`config.mk`:
```
export PLATFORM = sky130hd
export DESIGN_NAME = edge_delay_timer
export DESIGN_NICKNAME = d
export VERILOG_FILES = /design/src/rtl/edt_pkg.sv /design/src/rtl/edt_sync.sv /design/src/rtl/edt_edge_det.sv /design/src/rtl/edt_counter.sv /design/src/rtl/edge_delay_timer.sv
export SDC_FILE = /design/constraint.sdc
export NUM_CORES = 1
export LEC_CHECK = 0
export BUFFER_PORTS_ARGS = -buffer_cell sky130_fd_sc_hd__buf_2
export CELL_PAD_IN_SITES_DETAIL_PLACEMENT = 1
export CELL_PAD_IN_SITES_GLOBAL_PLACEMENT = 1
export CORE_MARGIN = 4
export CORE_UTILIZATION = 41
export DETAILED_ROUTE_END_ITERATION = 7
export GPL_TIMING_DRIVEN = 0
export PLACE_DENSITY_LB_ADDON = 0.1
export SETUP_SLACK_MARGIN = 0.05
export SLEW_MARGIN = 30
export SYNTH_ARGS = -nofsm -noshare
export SYNTH_HDL_FRONTEND = slang
export SYNTH_SLANG_ARGS = --single-unit
```
`constraint.sdc`:
```
create_clock -name clk -period 3.9 [get_ports clk]
set_input_delay 0.195 -clock clk [delete_from_list [all_inputs] [get_ports clk]]
set_output_delay 0.195 -clock clk [all_outputs]
set_load 0.01 [all_outputs]
```
`src/rtl/edt_pkg.sv`:
```
// Package: shared mode encoding for the edge-triggered delay timer.
// Assumes: mode bits arrive as two independent single-bit inputs.
package edt_pkg;

    // Mode bundle: polarity/delay select plus the second delay select
    typedef struct packed {
        logic fall_edge;
        logic slow;
    } edt_mode_t;

    // Index of the four delay choices, msb = fall_edge
    function automatic logic [1:0] mode_idx(edt_mode_t m);
        return {m.fall_edge, m.slow};
    endfunction

endpackage

```
`src/rtl/edt_sync.sv`:
```
// Module: multi-stage synchronizer for an asynchronous level.
// Assumes: STAGES >= 1; all stages reset to low.
module edt_sync #(
    parameter int STAGES = 2
) (
    input  logic clk,
    input  logic rst_n,
    input  logic async_i,
    output logic sync_o
);
    logic [STAGES-1:0] chain;

    generate
        if (STAGES == 1) begin : g_one
            // Single-stage capture of the input
            always_ff @(posedge clk) begin
                if (!rst_n) chain <= '0;
                else        chain <= async_i;
            end
        end else begin : g_many
            // Shift the input through the chain of flops
            always_ff @(posedge clk) begin
                if (!rst_n) chain <= '0;
                else        chain <= {chain[STAGES-2:0], async_i};
            end
        end
    endgenerate

    assign sync_o = chain[STAGES-1];
endmodule

```
`src/rtl/edt_edge_det.sv`:
```
// Module: selectable-polarity edge detector on a synchronized level.
// Assumes: input is already synchronous to clk; history resets to low.
module edt_edge_det (
    input  logic clk,
    input  logic rst_n,
    input  logic lvl_i,
    input  logic fall_sel_i,
    output logic hit_o
);
    logic lvl_q;

    // Remember the previous synchronized level
    always_ff @(posedge clk) begin
        if (!rst_n) lvl_q <= 1'b0;
        else        lvl_q <= lvl_i;
    end

    // Flag the transition chosen by the polarity select
    always_comb begin
        if (fall_sel_i) hit_o = lvl_q & ~lvl_i;
        else            hit_o = ~lvl_q & lvl_i;
    end
endmodule

```
`src/rtl/edt_counter.sv`:
```
// Module: one-shot down counter that loads a mode-selected length.
// Assumes: every length parameter is >= 1 and fits in CNT_W bits;
//          a start while busy is dropped.
module edt_counter
    import edt_pkg::*;
#(
    parameter int CNT_W       = 6,
    parameter int LEN_FALL_SL = 9,
    parameter int LEN_FALL_FA = 15,
    parameter int LEN_RISE_SL = 26,
    parameter int LEN_RISE_FA = 32
) (
    input  logic      clk,
    input  logic      rst_n,
    input  logic      start_i,
    input  edt_mode_t mode_i,
    output logic      busy_o,
    output logic      evt_o
);
    logic [CNT_W-1:0] cnt_q;
    logic [CNT_W-1:0] load_len;

    // Pick the run length from the mode present at the start edge
    always_comb begin
        case (mode_idx(mode_i))
            2'b11:   load_len = CNT_W'(LEN_FALL_SL);
            2'b10:   load_len = CNT_W'(LEN_FALL_FA);
            2'b01:   load_len = CNT_W'(LEN_RISE_SL);
            default: load_len = CNT_W'(LEN_RISE_FA);
        endcase
    end

    // Run the count, pulse the event on expiry, ignore starts while busy
    always_ff @(posedge clk) begin
        if (!rst_n) begin
            cnt_q  <= '0;
            busy_o <= 1'b0;
            evt_o  <= 1'b0;
        end else begin
            evt_o <= 1'b0;
            if (busy_o) begin
                if (cnt_q == CNT_W'(1)) begin
                    busy_o <= 1'b0;
                    evt_o  <= 1'b1;
                end else begin
                    cnt_q <= cnt_q - CNT_W'(1);
                end
            end else if (start_i) begin
                busy_o <= 1'b1;
                cnt_q  <= load_len;
            end
        end
    end
endmodule

```
`src/rtl/edge_delay_timer.sv`:
```
// Module: top of the edge-triggered cycle-count reference delay.
// Assumes: ref_in is asynchronous with widely spaced transitions;
//          edge_sel/slow_sel are sampled when a count starts.
module edge_delay_timer
    import edt_pkg::*;
#(
    parameter int SYNC_STAGES = 2,
    parameter int D_FALL_SLOW = 9,
    parameter int D_FALL_FAST = 15,
    parameter int D_RISE_SLOW = 26,
    parameter int D_RISE_FAST = 32
) (
    input  logic clk,
    input  logic rst_n,
    input  logic ref_in,
    input  logic edge_sel,
    input  logic slow_sel,
    output logic busy_o,
    output logic evt_o
);
    localparam int MAX_A = (D_FALL_SLOW > D_FALL_FAST) ? D_FALL_SLOW : D_FALL_FAST;
    localparam int MAX_B = (D_RISE_SLOW > D_RISE_FAST) ? D_RISE_SLOW : D_RISE_FAST;
    localparam int MAX_D = (MAX_A > MAX_B) ? MAX_A : MAX_B;
    localparam int CNT_W = $clog2(MAX_D + 1);

    logic      ref_sync;
    logic      edge_hit;
    edt_mode_t mode;

    assign mode.fall_edge = edge_sel;
    assign mode.slow      = slow_sel;

    edt_sync #(.STAGES(SYNC_STAGES)) u_sync (
        .clk     (clk),
        .rst_n   (rst_n),
        .async_i (ref_in),
        .sync_o  (ref_sync)
    );

    edt_edge_det u_edge (
        .clk        (clk),
        .rst_n      (rst_n),
        .lvl_i      (ref_sync),
        .fall_sel_i (edge_sel),
        .hit_o      (edge_hit)
    );

    edt_counter #(
        .CNT_W       (CNT_W),
        .LEN_FALL_SL (D_FALL_SLOW),
        .LEN_FALL_FA (D_FALL_FAST),
        .LEN_RISE_SL (D_RISE_SLOW),
        .LEN_RISE_FA (D_RISE_FAST)
    ) u_cnt (
        .clk     (clk),
        .rst_n   (rst_n),
        .start_i (edge_hit),
        .mode_i  (mode),
        .busy_o  (busy_o),
        .evt_o   (evt_o)
    );
endmodule

```
==> reports/metrics.csv <==
metric,value,unit
total global-route track usage,15.43,%
Wirelength per Cell,14.64,microns
via count,557,
Starting Density,43.03,%
"area leader, netlist",dfxtp_1,
HPWL Detailed,1106,microns
CP Capture Type,flip-flop,
first-pass GRT wire length,2325,microns
Syn Nets,83,
Post-synth EDFFs,0,
post-CTS sizing,0,
syn_area_per_cell,9.023,sq um
Die ar.,2259,sq um
H-Tree Depth,1,
synth top area cells,"dfxtp_1 (34%), ha_1 (14%), nor2_1 (5.3%), o311ai_0 (4.1%), o31ai_1 (3.5%)",
Static Leak,0.3199,nW
layout overhead on the synthesized area,11.91,%
DP Cell Count,93,
Worst Max-Slew Pin Slew,0.4196,ns
drt pass-1 iters,4,
Crit Path Category,flip-flop to flip-flop,
Peak VDD IR,192.8,uV
post-route ant nets,0,
Crit-path slowest cell,or3_4,
row cnt,14,
r2r worst-path depth,5,
grt ovf,0,
worst endpoint data arrival time,1.78,ns
clock root buffer,clkbuf_4,
reg2reg end,u_cnt.cnt_q[2],
Synth cell types,30,
ys async rst share,0,%
Mapped Area,640.6,sq um
YS warnings,0,
worst hold endpoint,u_sync.chain[0],
fin crit period,1.640,ns
Slew headroom,71.30,%
share of layout cells above drive strength 1,18.52,%
final setup vio count,0,
NumNets Final,94,
Post-Layout Cell Count,97,
synthesis-stage register bit count,11,
clk_skew,0.004072,ns
Synth top area share,34.38,%
# clock sinks,11,
CP required,4.04,ns
Pwr Total,0.2465,mW
worst skew pair latency,0.27,ns
RSZ-0062 raised after global routing,no,
Final Slew Violations,0,
DRT Wirelength,1420,microns
CTS Hold Buffers Added,0,
die height,47.53,microns
num ports,7,
Reg2Reg Setup Slack,2.26,ns
largest net degree at the start of global routing,11,
Die X,47.53,microns
Max Cap Viol,0,
Synth Instances,71,
RePlAce Congestion,0.7135,
n_diodes,0,
Worst setup SP type,flip-flop,
origin of the critical flop-to-flop path,u_cnt.cnt_q[2],
Clock Tree Buf Depth,2,
final period utilization,42.06,%
CP max stage delay,0.43,ns
"Seq/Total Area, Yosys",34.37,%
crit-path cells,or3_4 > nor3_2 > or2_1 > buf_2 > o31ai_1,
clk slew on worst S/H paths,0.07,ns
TNS Setup,0,ns
port buffer count,6,
"Hold Vio Cnt, Final",0,
min-delay worst type,primary input to flip-flop,
DRC Markers,0,
Main synth FF type,dfxtp_1,
highest clock rate,609.7,MHz
vias per cell,5.742,
initial antenna violation count,0,
CP Max Fanout,6,
post-CTS setup buffers,0,
hold depth,2,
initial drt markers,7,
P per Cell Area,343.8,nW/um^2
TritonCTS Buffers,3,
CTS tree,done,
status,"complete, no violations",
Hold Path Origin,ref_in,
number of global-route vias before repair,545,
core area,1489,sq um
placed cells by master, fill, tap and decap left out:
cell       count
a2111oi_0      1
a211oi_1       1
a21oi_1        3
a41oi_1        1
and2_1         3
buf_2          8
clkbuf_1       1
clkbuf_4       3
dfxtp_1       11
ha_1           7
inv_1          5
inv_2          1
mux2_1         1
nand2_1        2
nand2b_1       1
nand3_1        1
nand3b_1       1
nor2_1         9
nor3_1         1
nor3_2         1
nor3b_1        1
nor4_1         1
o211a_1        2
o211ai_1       1
o21a_1         1
o21ai_0        2
o311ai_0       3
o31ai_1        3
o41ai_2        1
or2_1          2
or3_4          1
or4_1          1
cell usage after synthesis (2+ instances only):
library cell	instances
a21oi_1	3
o31ai_1	3
nor2_1	9
dfxtp_1	11
o311ai_0	3
and2_1	3
buf_2	2
inv_1	5
o211a_1	2
nand2_1	2
or2_1	2
ha_1	7
o21ai_0	2
where the power goes:
part | switching (mW) | internal (mW) | total, mW
registers | 0.00449 | 0.118 | 0.123
clock network | 0.0376 | 0.0396 | 0.0771
logic | 0.0272 | 0.0193 | 0.0465
total | 0.0693 | 0.177 | 0.246
routing by layer:
metal	GRT usage [%]	part of all wire (%)
met4	8.065	0.70
met3	4.511	6.1
met2	24.60	45
met5	0	0
met1	18.67	48
per-stage QoR:
step | instance area (sq um) | worst slack [ns] | hold slack, ns | util, %
2_1_floorplan | 640.6 | 2.443 | 0.3167 | -
3_3_place_gp | 690.7 | 2.286 | 0.4072 | 46.39
3_5_place_dp | 690.7 | 2.252 | 0.4060 | 46.39
4_1_cts | 716.9 | 2.238 | 0.1244 | 48.15
5_1_grt | 716.9 | 2.131 | 0.1299 | 48.15
6_report | 716.9 | 2.260 | 0.1344 | 48.15
sequential cells by signal (all words and copies together), names as in the netlist:
signal        flops
u_cnt.evt_o       1
u_cnt.busy_o      1
u_sync.chain      2
u_cnt.cnt_q       6
u_edge.lvl_q      1
area by class of cell:
type	instances	area (sq um)
timing repair buffer	6	30.03
multi-input combinational	52	387.9
clock buffer	4	26.28
inverter	6	22.52
sequential	11	220.2
tap	16	20.02
buffer	2	10.01
fill	181	772.0
worst max-delay path by stage:
stage	start	end	slack, ns	cells after the start
after CTS	u_cnt.cnt_q[2]	u_cnt.cnt_q[1]	2.24	5
after detailed placement	u_cnt.cnt_q[2]	u_cnt.cnt_q[1]	2.25	5
final	u_cnt.cnt_q[2]	u_cnt.cnt_q[2]	2.26	5
after floorplan	u_cnt.busy_o	u_cnt.cnt_q[0]	2.44	6
after global placement	u_cnt.cnt_q[2]	u_cnt.cnt_q[1]	2.29	5
after global routing	u_cnt.cnt_q[2]	u_cnt.cnt_q[1]	2.13	5
critical path: cells and delay by family (launching register included):
kind	cells	cell delay [ns]
and+or+nand+nor	3	0.91
DFF	1	0.35
buffers and inverters	1	0.17
AOI/OAI and AO/OA	1	0.09
cells by family after synthesis:
logic type	synth area share, %
DFF	34.37
muxes	1.758
adders and majority gates	13.67
and+or+nand+nor	21.68
AOI/OAI and AO/OA	23.44
buffers and inverters	5.078
Power figures use the tool's default switching activity.
